===== src/rtl/ptg_pkg.sv =====
package ptg_pkg;
    localparam int NUM_PHASES = 4;
    localparam int ADDR_W     = 3;

    typedef enum logic [1:0] {
        PH_ACT   = 2'd0,
        PH_FRONT = 2'd1,
        PH_SYNC  = 2'd2,
        PH_BACK  = 2'd3
    } ptg_phase_e;

    typedef enum logic {
        RS_IDLE = 1'b0,
        RS_SCAN = 1'b1
    } ptg_run_e;
endpackage


===== src/rtl/ptg_axis.sv =====
module ptg_axis
    import ptg_pkg::*;
#(
    parameter int W = 12
) (
    input  logic                           clk,
    input  logic                           rst_n,
    input  logic                           clear,
    input  logic                           step,
    input  logic [NUM_PHASES-1:0][W-1:0]   len,
    output logic [W-1:0]                   cnt,
    output logic                           active_o,
    output logic                           sync_o,
    output logic                           at_end_o
);
    ptg_phase_e phase_q, phase_n;
    logic [W-1:0] cnt_n;
    logic         phase_done;

    assign phase_done = (cnt >= (len[phase_q] - 1'b1));

    // next-state logic
    always_comb begin
        phase_n = phase_q;
        cnt_n   = cnt;
        if (clear) begin
            phase_n = PH_ACT;
            cnt_n   = '0;
        end else if (step) begin
            if (phase_done) begin
                cnt_n = '0;
                unique case (phase_q)
                    PH_ACT:   phase_n = PH_FRONT;
                    PH_FRONT: phase_n = PH_SYNC;
                    PH_SYNC:  phase_n = PH_BACK;
                    PH_BACK:  phase_n = PH_ACT;
                endcase
            end else begin
                cnt_n = cnt + 1'b1;
            end
        end
    end

    // state register
    always_ff @(posedge clk or negedge rst_n) begin
        if (!rst_n) begin
            phase_q <= PH_ACT;
            cnt     <= '0;
        end else begin
            phase_q <= phase_n;
            cnt     <= cnt_n;
        end
    end

    // outputs
    always_comb begin
        active_o = 1'b0;
        sync_o   = 1'b0;
        at_end_o = 1'b0;
        unique case (phase_q)
            PH_ACT:   active_o = 1'b1;
            PH_FRONT: ;
            PH_SYNC:  sync_o   = 1'b1;
            PH_BACK:  at_end_o = phase_done;
        endcase
    end
endmodule


===== src/rtl/ptg_cfg_regs.sv =====
module ptg_cfg_regs
    import ptg_pkg::*;
#(
    parameter int H_W   = 12,
    parameter int V_W   = 11,
    parameter int CFG_W = 12,
    parameter logic [NUM_PHASES-1:0][H_W-1:0] H_RST = '1,
    parameter logic [NUM_PHASES-1:0][V_W-1:0] V_RST = '1
) (
    input  logic                             clk,
    input  logic                             rst_n,
    input  logic                             we,
    input  logic [ADDR_W-1:0]                addr,
    input  logic [CFG_W-1:0]                 wdata,
    input  logic                             load,
    output logic [NUM_PHASES-1:0][H_W-1:0]   live_h,
    output logic [NUM_PHASES-1:0][V_W-1:0]   live_v,
    output logic [NUM_PHASES-1:0][H_W-1:0]   work_h,
    output logic [NUM_PHASES-1:0][V_W-1:0]   work_v
);
    logic [H_W-1:0] wval_h;
    logic [V_W-1:0] wval_v;

    assign wval_h = wdata[H_W-1:0];
    assign wval_v = wdata[V_W-1:0];

    for (genvar i = 0; i < NUM_PHASES; i++) begin : g_len
        always_ff @(posedge clk or negedge rst_n) begin
            if (!rst_n) begin
                live_h[i] <= H_RST[i];
            end else if (we && (addr == ADDR_W'(i)) && (wval_h != '0)) begin
                live_h[i] <= wval_h;
            end
        end

        always_ff @(posedge clk or negedge rst_n) begin
            if (!rst_n) begin
                live_v[i] <= V_RST[i];
            end else if (we && (addr == ADDR_W'(i + NUM_PHASES)) && (wval_v != '0)) begin
                live_v[i] <= wval_v;
            end
        end
    end

    always_ff @(posedge clk or negedge rst_n) begin
        if (!rst_n) begin
            work_h <= H_RST;
            work_v <= V_RST;
        end else if (load) begin
            work_h <= live_h;
            work_v <= live_v;
        end
    end
endmodule


===== src/rtl/ptg_launch.sv =====
module ptg_launch #(
    parameter int H_W = 12,
    parameter int V_W = 11
) (
    input  logic           clk,
    input  logic           rst_n,
    input  logic           de_nx,
    input  logic           hs_nx,
    input  logic           vs_nx,
    input  logic [H_W-1:0] col_nx,
    input  logic [V_W-1:0] row_nx,
    input  logic           sof_nx,
    input  logic           eol_nx,
    input  logic           data_rise,
    input  logic           sync_rise,
    input  logic [2:0]     pol,
    input  logic [2:0]     off,
    output logic           de_rise,
    output logic           hs_rise,
    output logic           vs_rise,
    output logic [H_W-1:0] col_rise,
    output logic [V_W-1:0] row_rise,
    output logic [2:0]     ctl_o,
    output logic [H_W-1:0] col_o,
    output logic [V_W-1:0] row_o,
    output logic           sof_o,
    output logic           eol_o
);
    logic           de_fall, hs_fall, vs_fall;
    logic [H_W-1:0] col_fall;
    logic [V_W-1:0] row_fall;
    logic [2:0]     ctl_l;

    always_ff @(posedge clk or negedge rst_n) begin
        if (!rst_n) begin
            de_rise  <= 1'b0;
            hs_rise  <= 1'b0;
            vs_rise  <= 1'b0;
            col_rise <= '0;
            row_rise <= '0;
            sof_o    <= 1'b0;
            eol_o    <= 1'b0;
        end else begin
            de_rise  <= de_nx;
            hs_rise  <= hs_nx;
            vs_rise  <= vs_nx;
            col_rise <= col_nx;
            row_rise <= row_nx;
            sof_o    <= sof_nx;
            eol_o    <= eol_nx;
        end
    end

    always_ff @(negedge clk or negedge rst_n) begin
        if (!rst_n) begin
            de_fall  <= 1'b0;
            hs_fall  <= 1'b0;
            vs_fall  <= 1'b0;
            col_fall <= '0;
            row_fall <= '0;
        end else begin
            de_fall  <= de_rise;
            hs_fall  <= hs_rise;
            vs_fall  <= vs_rise;
            col_fall <= col_rise;
            row_fall <= row_rise;
        end
    end

    // bit order of ctl: [2]=hsync, [1]=vsync, [0]=data enable
    assign ctl_l[2] = sync_rise ? hs_rise : hs_fall;
    assign ctl_l[1] = sync_rise ? vs_rise : vs_fall;
    assign ctl_l[0] = data_rise ? de_rise : de_fall;
    assign col_o    = data_rise ? col_rise : col_fall;
    assign row_o    = data_rise ? row_rise : row_fall;

    for (genvar i = 0; i < 3; i++) begin : g_level
        assign ctl_o[i] = (ctl_l[i] & ~off[i]) ~^ pol[i];
    end
endmodule


===== src/rtl/panel_timing_gen.sv =====
module panel_timing_gen
    import ptg_pkg::*;
#(
    parameter int H_W         = 12,
    parameter int V_W         = 11,
    parameter int CFG_W       = 12,
    parameter int H_ACT_RST   = 640,
    parameter int H_FRONT_RST = 16,
    parameter int H_SYNC_RST  = 96,
    parameter int H_BACK_RST  = 48,
    parameter int V_ACT_RST   = 480,
    parameter int V_FRONT_RST = 10,
    parameter int V_SYNC_RST  = 2,
    parameter int V_BACK_RST  = 33
) (
    input  logic             clk,
    input  logic             rst_n,
    input  logic             run_en,
    input  logic             cfg_we,
    input  logic [2:0]       cfg_addr,
    input  logic [CFG_W-1:0] cfg_wdata,
    input  logic             pol_hs,
    input  logic             pol_vs,
    input  logic             pol_de,
    input  logic             off_hs,
    input  logic             off_vs,
    input  logic             off_de,
    input  logic             de_edge,
    input  logic             sync_edge_en,
    input  logic             sync_edge,
    output logic             hsync_o,
    output logic             vsync_o,
    output logic             de_o,
    output logic [H_W-1:0]   col_o,
    output logic [V_W-1:0]   row_o,
    output logic             sof_o,
    output logic             eol_o
);
    localparam logic [NUM_PHASES-1:0][H_W-1:0] H_RST =
        {H_W'(H_BACK_RST), H_W'(H_SYNC_RST), H_W'(H_FRONT_RST), H_W'(H_ACT_RST)};
    localparam logic [NUM_PHASES-1:0][V_W-1:0] V_RST =
        {V_W'(V_BACK_RST), V_W'(V_SYNC_RST), V_W'(V_FRONT_RST), V_W'(V_ACT_RST)};

    ptg_run_e run_q, run_n;
    logic     scanning, h_end, v_end, frame_end, shadow_load;
    logic     h_act, h_sync, v_act, v_sync;
    logic [H_W-1:0] h_cnt;
    logic [V_W-1:0] v_cnt;
    logic [NUM_PHASES-1:0][H_W-1:0] live_h, work_h;
    logic [NUM_PHASES-1:0][V_W-1:0] live_v, work_v;
    logic           de_nx, hs_nx, vs_nx, sof_nx, eol_nx;
    logic [H_W-1:0] col_nx;
    logic [V_W-1:0] row_nx;
    logic           de_rise, hs_rise, vs_rise;
    logic [H_W-1:0] col_rise;
    logic [V_W-1:0] row_rise;
    logic [2:0]     ctl;

    // run controller: state register
    always_ff @(posedge clk or negedge rst_n) begin
        if (!rst_n) run_q <= RS_IDLE;
        else        run_q <= run_n;
    end

    // run controller: transitions
    always_comb begin
        run_n = run_q;
        unique case (run_q)
            RS_IDLE: if (run_en)  run_n = RS_SCAN;
            RS_SCAN: if (!run_en) run_n = RS_IDLE;
        endcase
    end

    assign scanning    = (run_q == RS_SCAN);
    assign frame_end   = scanning && h_end && v_end;
    assign shadow_load = !scanning || frame_end;

    ptg_cfg_regs #(
        .H_W(H_W), .V_W(V_W), .CFG_W(CFG_W), .H_RST(H_RST), .V_RST(V_RST)
    ) u_cfg (
        .clk(clk), .rst_n(rst_n), .we(cfg_we), .addr(cfg_addr), .wdata(cfg_wdata),
        .load(shadow_load), .live_h(live_h), .live_v(live_v),
        .work_h(work_h), .work_v(work_v)
    );

    ptg_axis #(.W(H_W)) u_h_axis (
        .clk(clk), .rst_n(rst_n), .clear(!scanning), .step(scanning), .len(work_h),
        .cnt(h_cnt), .active_o(h_act), .sync_o(h_sync), .at_end_o(h_end)
    );

    ptg_axis #(.W(V_W)) u_v_axis (
        .clk(clk), .rst_n(rst_n), .clear(!scanning), .step(scanning && h_end),
        .len(work_v), .cnt(v_cnt), .active_o(v_act), .sync_o(v_sync), .at_end_o(v_end)
    );

    // raster values for the pixel the counters point at
    always_comb begin
        de_nx  = scanning && h_act && v_act;
        hs_nx  = scanning && h_sync;
        vs_nx  = scanning && v_sync;
        col_nx = de_nx ? h_cnt : '0;
        row_nx = de_nx ? v_cnt : '0;
        sof_nx = de_nx && (h_cnt == '0) && (v_cnt == '0);
        eol_nx = scanning && h_end;
    end

    ptg_launch #(.H_W(H_W), .V_W(V_W)) u_launch (
        .clk(clk), .rst_n(rst_n),
        .de_nx(de_nx), .hs_nx(hs_nx), .vs_nx(vs_nx), .col_nx(col_nx), .row_nx(row_nx),
        .sof_nx(sof_nx), .eol_nx(eol_nx),
        .data_rise(de_edge),
        .sync_rise(sync_edge_en ? sync_edge : de_edge),
        .pol({pol_hs, pol_vs, pol_de}), .off({off_hs, off_vs, off_de}),
        .de_rise(de_rise), .hs_rise(hs_rise), .vs_rise(vs_rise),
        .col_rise(col_rise), .row_rise(row_rise),
        .ctl_o(ctl), .col_o(col_o), .row_o(row_o), .sof_o(sof_o), .eol_o(eol_o)
    );

    assign hsync_o = ctl[2];
    assign vsync_o = ctl[1];
    assign de_o    = ctl[0];
endmodule


===== config.mk =====
export PLATFORM = sky130hd
export DESIGN_NAME = panel_timing_gen
export DESIGN_NICKNAME = d
export VERILOG_FILES = /design/src/rtl/ptg_pkg.sv /design/src/rtl/ptg_axis.sv /design/src/rtl/ptg_cfg_regs.sv /design/src/rtl/ptg_launch.sv /design/src/rtl/panel_timing_gen.sv
export SDC_FILE = /design/constraint.sdc
export NUM_CORES = 1
export LEC_CHECK = 0
export BUFFER_PORTS_ARGS = -buffer_cell sky130_fd_sc_hd__buf_2
export CORE_ASPECT_RATIO = 0.9
export CORE_UTILIZATION = 55
export CTS_CLUSTER_SIZE = 28
export DETAILED_ROUTE_END_ITERATION = 10
export PLACE_DENSITY_LB_ADDON = 0.2
export SLEW_MARGIN = 25
export SYNTH_ARGS = -nofsm -noshare
export SYNTH_HDL_FRONTEND = slang
export SYNTH_SLANG_ARGS = --single-unit

===== constraint.sdc =====
create_clock -name clk -period 4.6 [get_ports clk]
set_input_delay 0.69 -clock clk [delete_from_list [all_inputs] [get_ports clk]]
set_output_delay 0.69 -clock clk [all_outputs]
set_load 0.05 [all_outputs]

* Word level (Yosys, flattened, before mapping)
Cells that the tools add are included.
Operators by class: add/sub/neg operators 4, $mul 0, div/mod/pow operators 0, magnitude comparators 4, equality and inequality tests 16, shifts and indexed selects 0, multiplexer cells 31, bitwise gates (word level) 9, reduce and logical (&&, ||, !) cells 34
Operator list (number):
- $mux W11 | 6
- $mux W12 | 5
- $bmux W12 S2 | 1
- $logic_and A1 B1 Y1 | 24
- $bmux W11 S2 | 1
- $pmux W2 S4 | 2
- $add A12 B1 Y12 const B | 1
- $eq A3 B3 Y1 const B | 4
- $ge A12 B12 Y1 | 1
- $logic_not A12 Y1 | 1
- $reduce_bool A12 Y1 | 1
- $sub A12 B1 Y12 const B | 1
- $add A11 B1 Y11 const B | 1
- $ge A11 B11 Y1 | 1
- $logic_not A11 Y1 | 1
- $mux W1 | 11
- $reduce_bool A11 Y1 | 1
- $sub A11 B1 Y11 const B | 1
- $mux W2 | 5
- $eq A2 B2 Y1 const B | 4
- $eq A3 B2 Y1 const B | 2
- $lt A2 B3 Y1 const B | 2
- $ne A2 B1 Y1 const B | 3
- $eq A2 B1 Y1 const B | 2
- other kinds (9) | 16
Storage, ports and cells: register bits 266, latch bits 0, bits in writable memories 0, memory bits (read-only) 0, input bits 28, output and inout port bits 28, word-level logic and storage cells 131, memories 0

* Longest topological paths before layout
Gate-level depths: netlist of the first run.
depth after elaboration 8, depth in mapped cells 16, mapped depth without buffers 14

* Modules after synthesis
Synthesis of the first run repeated with hierarchy kept, for this count alone.
Second synthesis, totals: cells, all modules 851, area total of the unflattened synthesis 12092.8 um2
Modules (own cells, without submodules):
- ptg_cfg_regs | times used 1, cells an instance 429, area an instance 7128.1 um2, sequential area each 4644.5 um2
- ptg_launch | times used 1, cells an instance 89, area an instance 1804.2 um2, sequential area each 1351.3 um2
- ptg_axis at u_h_axis | times used 1, cells an instance 150, area an instance 1486.4 um2, sequential area each 350.3 um2
- ptg_axis at u_v_axis | times used 1, cells an instance 140, area an instance 1347.5 um2, sequential area each 325.3 um2
- panel_timing_gen | times used 1, cells an instance 43, area an instance 326.6 um2, sequential area each 25.0 um2

==> run_results.csv, run 1 <==
group,metric,value,unit
status,status,"finished, final reports clean",
cells_and_area,postLayoutCellArea,13700,sq um
clock_network,cts_htree_levels,1,
critical_path,path_class,"reg2out",
placement,hpwl,16.0,mm
yosys,synthCells,822,
floorplanning,rows,51,
timing,tightest_slew,0.902,ns
routing,drc,0,
min_path,min_path_type,"in2async",
clock_network,path_clk_slew,0.06,ns
floorplanning,dieArea,22800,sq um
timing,slew_viol_final,0,
critical_path,crit_chain,"mux2i_1 > nor2_1 > xnor2_1 > buf_2",
power_and_ir_drop,seq_power_share,0.482,
grt,antenna_found_initial,0,
timing,fin_tns_setup,0,ns
yosys,synthArstFlopShare,1.00,
routing,first_pass_iters,6,
routing,ant_nets,0,
placement,io_buffers,55,
floorplanning,die_h,143,um
cells_and_area,area.growth.synth_to_final,12.4,%
power_and_ir_drop,switching_share,0.254,
floorplanning,ioPinCount,56,
grt,grt_pass1_wl,38.6,mm
power_and_ir_drop,p_leak,0.00637,uW
grt,grt_pass1_vias,7097,
timing,slew-limit-headroom,0.398,
critical_path,critical_path_required,3.91,ns
critical_path,critPathCaptureType,"output pin",
routing,drtIter0Drc,335,
floorplanning,die_w,159,um
grt,grt.overflow.total,0,
yosys,synth_cell_types,57,
cells_and_area,drive_above_1_share,0.435,
routing,wire_per_inst,19.4,um
critical_path,cp_slowest_stage_delay,0.38,ns
cells_and_area,fillers,1641,
placement,place.gp.congestion,0.903,
power_and_ir_drop,internal_power,4710,uW
yosys,syn_nets,887,
critical_path,crit_path_start_kind,"flop",
yosys,synth-main-ff-cell,"dfrtp_1",
floorplanning,initial_core_util,0.562,
clock_network,cts_buffers,27,
floorplanning,core,21700,sq um
yosys,ys_seq_area_frac,0.549,
timing,hold_viol,0,
power_and_ir_drop,switchingPower,1600,uW
power_and_ir_drop,power,6320,uW
grt,grt_usage,0.214,
cells_and_area,antenna_cells,0,
power_and_ir_drop,power_frac_comb,0.172,
yosys,synth-edff-count,0,
critical_path,cp.arrival,3.83,ns
power_and_ir_drop,p_per_area,461,nW/um^2
placement,post_dp_cell_area,12800,sq um
power_and_ir_drop,clock_power_share,0.346,
critical_path,worstPathMaxFanout,1,
yosys,ys_ff_latch,266,
clock_network,cts_tree,"yes",
clock_network,cts-root-buf,"clkbuf_16",
timing,worst_hold_slack,0.0838,ns
cells_and_area,fin_nets,958,
power_and_ir_drop,vdd_drop_max,0.263,mV
cells_and_area,multi_input_area,5170,sq um
routing,vias,6758,
timing,setup_violations,0,
routing,wl,23.3,mm
yosys,yosysWarnings,0,
cells_and_area,regArea,6700,sq um
critical_path,cpMaxStageDelayCell,"dfrtn_1",
clock_network,clk-insertion-delay-late,0.54,ns
routing,via_per_inst,5.61,
yosys,syn_area_per_cell,14.8,sq um
flow_run,drv_cap,0,
yosys,synthesis.area,12200,sq um
clock_network,numClockSinks,266,
timing,clock-skew-final,0.00875,ns
clock_network,cts_hold_buf,0,
clock_network,clockBufferDepth,3,
grt,grt_max_degree,72,
## routing by layer
layer	vias up	GRT usage	routed length [um]
li1	3123	-	-
met1	3476	0.303	11100
met2	126	0.357	11100
met3	33	0.0274	716
met4	0	0.0501	478
met5	-	0	0
## critical path: cells and delay by family, from the launching register on
family | cells | cell delay, ns
flip-flops | 1 | 0.38
AND/OR/NAND/NOR | 1 | 0.14
buffers and inverters | 1 | 0.28
multiplexers | 1 | 0.06
XOR/XNOR | 1 | 0.14
## cell usage after synthesis, types with 2 or more instances
cell type / instances / area, sq um
a211o_1: 5 / 43.8
a211oi_1: 2 / 15.0
a21o_1: 4 / 30.0
a21oi_1: 6 / 30.0
a311o_1: 2 / 20.0
a31o_2: 3 / 26.3
a31oi_1: 2 / 12.5
and2_1: 26 / 163
and3_1: 11 / 68.8
buf_1: 3 / 11.3
buf_12: 9 / 180
buf_2: 10 / 50.1
buf_4: 2 / 15.0
clkbuf_1: 7 / 26.3
dfrtn_1: 26 / 651
dfrtp_1: 208 / 5200
dfstp_2: 32 / 841
ha_1: 37 / 463
inv_1: 16 / 60.1
mux2_2: 127 / 1430
mux2_4: 80 / 1200
mux2i_1: 6 / 60.1
mux4_2: 23 / 518
nand2_1: 27 / 101
nand2b_1: 2 / 12.5
nand3_1: 11 / 55.1
nand3b_1: 6 / 45.0
nand4_1: 4 / 25.0
nor2_1: 38 / 143
nor2b_1: 3 / 18.8
nor3_1: 5 / 25.0
nor3_2: 2 / 20.0
nor3b_1: 5 / 37.5
nor3b_2: 2 / 25.0
nor4_1: 13 / 81.3
o21a_1: 2 / 15.0
o21ai_0: 3 / 15.0
o32ai_1: 2 / 17.5
or2_2: 2 / 12.5
or3_1: 3 / 18.8
xnor2_1: 13 / 114
xor2_1: 17 / 149
## cell families after synthesis
| kind of cell | after synthesis | share of synthesized area |
|---|---|---|
| mux | 236 | 0.263 |
| xor+xnor | 30 | 0.0215 |
| fa+ha+maj | 37 | 0.0379 |
| buf+inv | 48 | 0.0284 |
| compound gates | 41 | 0.0268 |
| flops | 266 | 0.549 |
| simple gates | 164 | 0.0736 |
## registers in the layout, summed over array words and instances, names as in the netlist
register / count
u_h_axis.phase_q: 2
run_q: 1
u_cfg.work_h: 48
u_v_axis.phase_q: 2
u_v_axis.cnt: 11
u_cfg.work_v: 44
u_launch.de_fall: 1
u_launch.sof_o: 1
u_launch.vs_fall: 1
u_launch.hs_fall: 1
u_launch.hs_rise: 1
u_launch.eol_o: 1
u_launch.col_fall: 12
u_cfg.live_v: 44
u_launch.de_rise: 1
u_cfg.live_h: 48
u_launch.row_rise: 11
u_h_axis.cnt: 12
u_launch.col_rise: 12
u_launch.row_fall: 11
u_launch.vs_rise: 1
## power groups by stage
stage,Sequential (uW),Combinational (uW),Clock [uW]
2_1_floorplan,2980,865,0
3_3_place_gp,3050,1030,0
3_5_place_dp,3080,1090,0
4_1_cts,3040,1100,2230
5_1_grt,3090,1190,2330
6_report,3050,1090,2180
## stage by stage
step | utilization | worst slack, ns | instances
6_report | 0.632 | 0.0754 | 1205
5_1_grt | 0.632 | -0.0409 | 1205
4_1_cts | 0.632 | 0.0555 | 1205
3_5_place_dp | 0.589 | -0.0576 | 1154
3_3_place_gp | 0.588 | 0.178 | 1154
2_1_floorplan | - | 0.306 | 822
## timing repair
| action | CTS | global route |
|---|---|---|
| buffers inserted | 1 | 0 |
| endpoints found under the hold margin | 0 | 0 |
| pin swaps | 1 | 0 |
| endpoints found under the setup margin | 87 | 91 |
| resized for setup | 0 | 6 |
## layout by cell type, fill, tap and decap left out, drive strengths merged, types with 2 or more instances in the layout
| cell type | instances |
|---|---|
| nand3 | 11 |
| a211o | 5 |
| nor4 | 14 |
| nor2 | 38 |
| o21ai | 4 |
| nor3b | 7 |
| nand2 | 27 |
| nand2b | 2 |
| xnor2 | 13 |
| dfstp | 32 |
| dfrtn | 26 |
| inv | 17 |
| mux2 | 207 |
| clkinv | 9 |
| a31oi | 3 |
| a311o | 2 |
| ha | 37 |
| xor2 | 17 |
| a21oi | 7 |
| and3 | 11 |
| a21o | 4 |
| mux4 | 23 |
| a32o | 2 |
| dfrtp | 208 |
| nor2b | 3 |
| and2 | 26 |
| buf | 71 |
| a31o | 3 |
| clkbuf | 41 |
| nor3 | 8 |
| mux2i | 6 |
| nand4 | 4 |
| or2 | 2 |
| o21a | 2 |
| a211oi | 2 |
| o32ai | 2 |
| nand3b | 6 |
| or3 | 3 |
## cell type report
cell class	instances	share of cell area
well taps	291	0.0265
multi-input cells	508	0.377
repair buffers	73	0.0368
clock buffers	39	0.0585
flip-flops and latches	266	0.488
inverters	17	0.00465
clock inverters	11	0.00821
## path summary, 6_finish.rpt
path | endpoint | startpoint | cells past startpoint | slack (ns)
setup / recovery | de_o | u_launch.de_fall$_DFF_NN0_ | 4 | 0.08
hold / removal | u_launch.col_rise[7]$_DFF_PN0_ | rst_n | 1 | 0.08
setup reg to reg | u_cfg.work_h[36]$_DFFE_PN0P_ | u_h_axis.phase_q[0]$_DFFE_PN0P_ | 15 | 0.24
hold reg to reg | u_cfg.work_h[42]$_DFFE_PN0P_ | u_cfg.live_h[42]$_DFFE_PN0P_ | 1 | 0.50
max in group asynchronous | u_launch.vs_fall$_DFF_NN0_ | rst_n | 1 | 1.95
min in group clk | run_q$_DFF_PN0_ | run_en | 1 | 0.29
No activity file was read; power rests on OpenSTA's default activity.
==> run 2: changes to the inputs <==
- clock period: 4.6 -> 4.7 ns (I/O delays scaled with it)
==> run 2 against run 1 <==
Against the previous run:
- sequential power fell by 2%
- total power fell by 3.1%
- final cell count fell by 0.25%
- combinational power fell by 4%
- global-route usage barely moved
- die area did not move
- via count fell by 0.52%
- sequential share of layout area rose by 0.25 points
- clock skew rose by 0.0071 ns
- design area fell by 0.54%
- flip-flop and latch count did not move
- core utilization fell by 0.34 points
- critical path type unchanged
==> run_results.csv, run 2 (synthesis results as in run 1) <==
group,metric,value,unit
power_and_ir_drop,seq_power_share,0.486,
power_and_ir_drop,p_leak,0.00634,uW
clock_network,cts_buffers,27,
timing,fin_tns_setup,0,ns
placement,hpwl,15.7,mm
cells_and_area,fin_nets,955,
timing,clock-skew-final,0.0159,ns
clock_network,cts-root-buf,"clkbuf_16",
clock_network,cts_hold_buf,0,
critical_path,cp.arrival,3.87,ns
placement,io_buffers,55,
clock_network,post_cts_resized,0,
cells_and_area,drive_above_1_share,0.429,
placement,place.gp.congestion,0.916,
timing,tightest_slew,0.918,ns
critical_path,worstPathMaxFanout,1,
critical_path,crit_path_start_kind,"flop",
cells_and_area,reg_top3,"u_cfg.live_h x48, u_cfg.work_h x48",
routing,wl,23.3,mm
critical_path,cpMaxStageDelayCell,"dfrtn_1",
routing,first_pass_iters,4,
critical_path,cp_slowest_stage_delay,0.38,ns
flow_run,drv_cap,0,
grt,grt_usage,0.214,
routing,drc,0,
cells_and_area,mostFrequentLayoutCell,"dfrtp_1",
cells_and_area,fillers,1608,
grt,grt_max_degree,77,
grt,globalRouteMet3Util,0.0326,
power_and_ir_drop,switchingPower,1550,uW
status,status,"finished, final reports clean",
timing,slew_viol_final,0,
clock_network,clk-insertion-delay-late,0.54,ns
critical_path,critPathCaptureType,"output pin",
clock_network,path_clk_slew,0.06,ns
critical_path,path_buf_inv,1,
power_and_ir_drop,clock_power_share,0.342,
routing,ant_nets,0,
critical_path,crit_family,"flip-flops",
grt,grt.overflow.total,0,
timing,fmax,221,MHz
cells_and_area,antenna_cells,0,
floorplanning,initial_core_util,0.562,
routing,drtIter0Drc,363,
power_and_ir_drop,switching_share,0.253,
clock_network,post_cts_buffers,0,
routing,vias,6723,
timing,rsz0062_at_grt,"false",
power_and_ir_drop,power,6120,uW
grt,use_met1,0.292,
grt,antenna_found_initial,0,
grt,grt_busiest_layer,"met2",
power_and_ir_drop,vdd_drop_max,0.260,mV
critical_path,path_class,"reg2out",
floorplanning,core,21700,sq um
timing,period_needed,4.57,ns
floorplanning,dieArea,22800,sq um
critical_path,critical_path_required,3.99,ns
floorplanning,die_h,143,um
floorplanning,die_w,159,um
floorplanning,ioPinCount,56,
cells_and_area,area.growth.synth_to_final,11.8,%
grt,met2_usage,0.361,
routing,wire_per_inst,19.4,um
min_path,min_path_type,"in2async",
clock_network,clockBufferDepth,3,
power_and_ir_drop,internal_power,4570,uW
power_and_ir_drop,p_per_area,449,nW/um^2
timing,hold_viol,0,
routing,via_per_inst,5.59,
clock_network,numClockSinks,266,
critical_path,crit_chain,"mux2i_1 > nor2_1 > xnor2_1 > buf_2",
timing,worst_hold_slack,0.0975,ns
grt,grt_pass1_vias,7085,
timing,slew-limit-headroom,0.388,
clock_network,cts_htree_levels,1,
power_and_ir_drop,power_frac_comb,0.172,
floorplanning,rows,51,
timing,final.period_utilization,0.973,
clock_network,cts_tree,"yes",
timing,setup_violations,0,
grt,grt_pass1_wl,38.6,mm
cells_and_area,layout_common_cells,"208 x dfrtp_1, 127 x mux2_2, 80 x mux2_4",
==> run 2: path summary, 6_finish.rpt <==
path / start / end / slack (ns) / cells after the start
setup / recovery: u_launch.de_fall$_DFF_NN0_ / de_o / 0.13 / 4
hold / removal: rst_n / u_launch.col_rise[5]$_DFF_PN0_ / 0.1 / 1
setup reg to reg: u_h_axis.phase_q[0]$_DFFE_PN0P_ / u_cfg.work_v[3]$_DFFE_PN0P_ / 0.17 / 15
hold reg to reg: u_cfg.live_v[25]$_DFFE_PN0P_ / u_cfg.work_v[25]$_DFFE_PN0P_ / 0.50 / 1
max in group asynchronous: rst_n / u_launch.vs_fall$_DFF_NN0_ / 1.97 / 1
min in group clk: run_en / run_q$_DFF_PN0_ / 0.29 / 1
==> run 2: layer usage <==
layer	part of all wire	vias to the layer above
met5	0	-
met4	0.021	0
met3	0.036	40
met2	0.48	135
met1	0.46	3451
li1	-	3097
==> run 2: metrics by stage <==
stage / setup WS (ns) / instance area [sq um] / cells / util
after floorplan: 0.341 / 12200 / 822 / -
after global placement: 0.386 / 12700 / 1152 / 0.587
after detailed placement: 0.196 / 12800 / 1152 / 0.588
after CTS: 0.101 / 13600 / 1202 / 0.629
after global routing: 0.0115 / 13600 / 1202 / 0.629
final: 0.126 / 13600 / 1202 / 0.629
==> run 2: layout make-up <==
cell class | instances | area, sq um | share of cell area
flip-flops and latches | 266 | 6700 | 0.491
well taps | 291 | 364 | 0.0267
inverters | 17 | 63.8 | 0.00468
repair buffers | 70 | 460 | 0.0338
clock buffers | 43 | 826 | 0.0605
clock inverters | 7 | 62.6 | 0.00459
multi-input cells | 508 | 5170 | 0.379
==> run 2: worst reg2reg max path: stages, from the launching register on <==
cell and delay (ns):
dfrtp_1 0.44, buf_4 0.28, mux4_2 0.60, nor3_2 0.26
nor3b_2 0.24, nand2_1 0.09, xor2_1 0.15, ha_1 0.32
a21oi_1 0.19, nand2_1 0.09, a221o_1 0.39, a32o_2 0.30
a31oi_4 0.20, buf_12 0.24, buf_12 0.26, mux2_2 0.37
==> run 2: power by group through the flow <==
stage / sequential [uW] / clock, uW / combinational (uW)
floorplan: 2910 / 0 / 846
global placement: 2980 / 0 / 1000
detailed placement: 3010 / 0 / 1060
CTS: 2980 / 2140 / 1060
global route: 3020 / 2250 / 1140
finish: 2980 / 2090 / 1050
==> run 3: changes to the inputs <==
- CTS_CLUSTER_DIAMETER: not set -> 120
- PLACE_DENSITY: not set -> 0.79
- PLACE_DENSITY_LB_ADDON: 0.2 -> not set
- clock period: 4.7 -> 5.2 ns (I/O delays scaled with it)
==> run 3 against run 2 <==
Against the previous run:
- final cell count is 2.2% lower
- core utilization decreased by 2.2 points
- clock power fell by 46%
- first-iteration DRC count stayed put
- routed wire length is 4.8% lower
- worst hold slack improved by 0.22 ns
- sequential share of layout area up 1.8 points
==> run_results.csv, run 3 (synthesis results as in run 1) <==
group,metric,value,unit
timing,slew-limit-headroom,0.384,
floorplanning,die_w,159,um
routing,wire_per_inst,18.9,um
power_and_ir_drop,p_leak,0.00610,uW
floorplanning,initial_core_util,0.562,
critical_path,cp_slowest_stage_delay,0.41,ns
critical_path,reg2reg_to,"u_cfg.work_h[36]$_DFFE_PN0P_",
grt,grt_max_degree,100,
critical_path,critical_path_required,4.42,ns
critical_path,worstPathMaxFanout,1,
clock_network,cts_buffers,13,
timing,clock-skew-final,0.0248,ns
cells_and_area,layout_common_cells,"207 x dfrtp_1, 127 x mux2_2, 80 x mux2_4",
critical_path,r2r_cells,14,
cells_and_area,final_cell_count_no_fill,1176,
cells_and_area,post-route-util,0.607,
placement,place.gp.congestion,0.826,
routing,wl,22.2,mm
critical_path,crit_family,"flip-flops",
placement,io_buffers,55,
timing,rsz0062_at_grt,"false",
placement,pre_cts_slack,0.316,ns
clock_network,cts_tree,"yes",
floorplanning,dieArea,22800,sq um
routing,via_per_inst,5.65,
cells_and_area,antenna_cells,0,
grt,grt_pass1_wl,37.3,mm
placement,hpwl,15.1,mm
clock_network,clk-insertion-delay-late,0.50,ns
timing,fin_tns_setup,0,ns
routing,drc,0,
critical_path,crit_chain,"mux2i_1 > nor2_1 > xnor2_1 > buf_2",
timing,tightest_slew,0.921,ns
cells_and_area,reg_top3,"u_cfg.live_h x48, u_cfg.work_h x48",
power_and_ir_drop,p_per_area,361,nW/um^2
clock_network,cts-root-buf,"clkbuf_16",
critical_path,crit_cells,4,
floorplanning,die_h,143,um
grt,grt.overflow.total,0,
floorplanning,rows,51,
placement,placed_cells,1154,
critical_path,timing.rr.start,"u_v_axis.phase_q[1]$_DFFE_PN0P_",
cells_and_area,area.growth.synth_to_final,7.91,%
routing,drtIter0Drc,363,
timing,slew_viol_final,0,
clock_network,path_clk_slew,0.10,ns
power_and_ir_drop,power,4760,uW
cells_and_area,multi_input_area,5180,sq um
min_path,min_path_type,"in2async",
cells_and_area,drive_above_1_share,0.415,
clock_network,cts_htree_levels,1,
cells_and_area,regArea,6700,sq um
cells_and_area,fillers,1632,
status,status,"finished, final reports clean",
floorplanning,core,21700,sq um
critical_path,crit_path_start_kind,"flop",
floorplanning,ioPinCount,56,
routing,first_pass_iters,4,
cells_and_area,mostFrequentLayoutCell,"dfrtp_1",
timing,setup_violations,0,
critical_path,path_buf_inv,1,
routing,vias,6644,
critical_path,rrSetupSlack,0.51,ns
timing,setup_ws,0.322,ns
critical_path,critPathCaptureType,"output pin",
timing,hold_viol,0,
grt,antenna_found_initial,0,
critical_path,cp.arrival,4.10,ns
routing,ant_nets,0,
clock_network,numClockSinks,266,
power_and_ir_drop,vdd_drop_max,0.269,mV
cells_and_area,fin_nets,943,
critical_path,path_class,"reg2out",
clock_network,cts_hold_buf,0,
grt,grt_pass1_vias,6780,
clock_network,clockBufferDepth,3,
grt,grt_usage,0.207,
critical_path,cpMaxStageDelayCell,"dfrtn_1",
flow_run,drv_cap,0,
run 3: cell types whose count changed in the layout (fill, tap and decap cells not counted), sizes merged:
| cell | previous run | this run |
|---|---|---|
| clkbuf | 43 | 20 |
| inv | 19 | 18 |
| buf | 70 | 72 |
| clkinv | 5 | 1 |
run 3: layout make-up:
type / instances / share of cell area
Clock inverter: 2 / 0.00190
Clock buffer: 20 / 0.0267
Sequential cell: 266 / 0.509
Multi-Input combinational cell: 508 / 0.394
Timing Repair Buffer: 72 / 0.0367
Tap cell: 291 / 0.0277
Inverter: 17 / 0.00485
run 3: through the flow:
step	hold WS, ns	instance area [sq um]
2_1_floorplan	0.474	12200
3_3_place_gp	0.482	12800
3_5_place_dp	0.488	12800
4_1_cts	0.336	13200
5_1_grt	0.368	13200
6_report	0.319	13200
run 3: worst register-to-register path: cells and delay by family, from the launching register on:
family          cells  cell delay [ns]
mux                 2             0.86
fa+ha+maj           2             0.38
buf+inv             2             0.41
xor+xnor            1             0.18
compound gates      5             1.49
flops               1             0.83
simple gates        2             0.45
run 3: layer usage:
metal / GRT usage / up-vias / wire length (um)
met2: 0.332 / 137 / 10500
met4: 0.0344 / 0 / 247
li1: - / 3063 / -
met3: 0.0260 / 14 / 776
met5: 0 / - / 0
met1: 0.309 / 3430 / 10600
run 3: how the worst max path moves through the flow:
| stage | startpoint | end | slack [ns] |
|---|---|---|---|
| after floorplan | u_launch.hs_fall$_DFF_NN0_ | hsync_o | 0.52 |
| after global placement | u_v_axis.phase_q[0]$_DFFE_PN0P_ | u_cfg.work_h[36]$_DFFE_PN0P_ | 0.44 |
| after detailed placement | u_v_axis.phase_q[0]$_DFFE_PN0P_ | u_cfg.work_h[36]$_DFFE_PN0P_ | 0.32 |
| after CTS | u_v_axis.phase_q[0]$_DFFE_PN0P_ | u_cfg.work_h[36]$_DFFE_PN0P_ | 0.27 |
| after global routing | u_launch.de_fall$_DFF_NN0_ | de_o | 0.20 |
| final | u_launch.hs_fall$_DFF_NN0_ | hsync_o | 0.32 |
run 3: what timing repair did:
item	CTS	global route
setup endpoints to repair	0	1
gates resized for setup	0	1
hold endpoints to repair	0	0
setup buffers	0	0
run 3: power by group:
part / internal [uW] / switching, uW
Combinational: 561 / 384
Sequential: 2470 / 213
Clock: 487 / 642
Total: 3520 / 1240
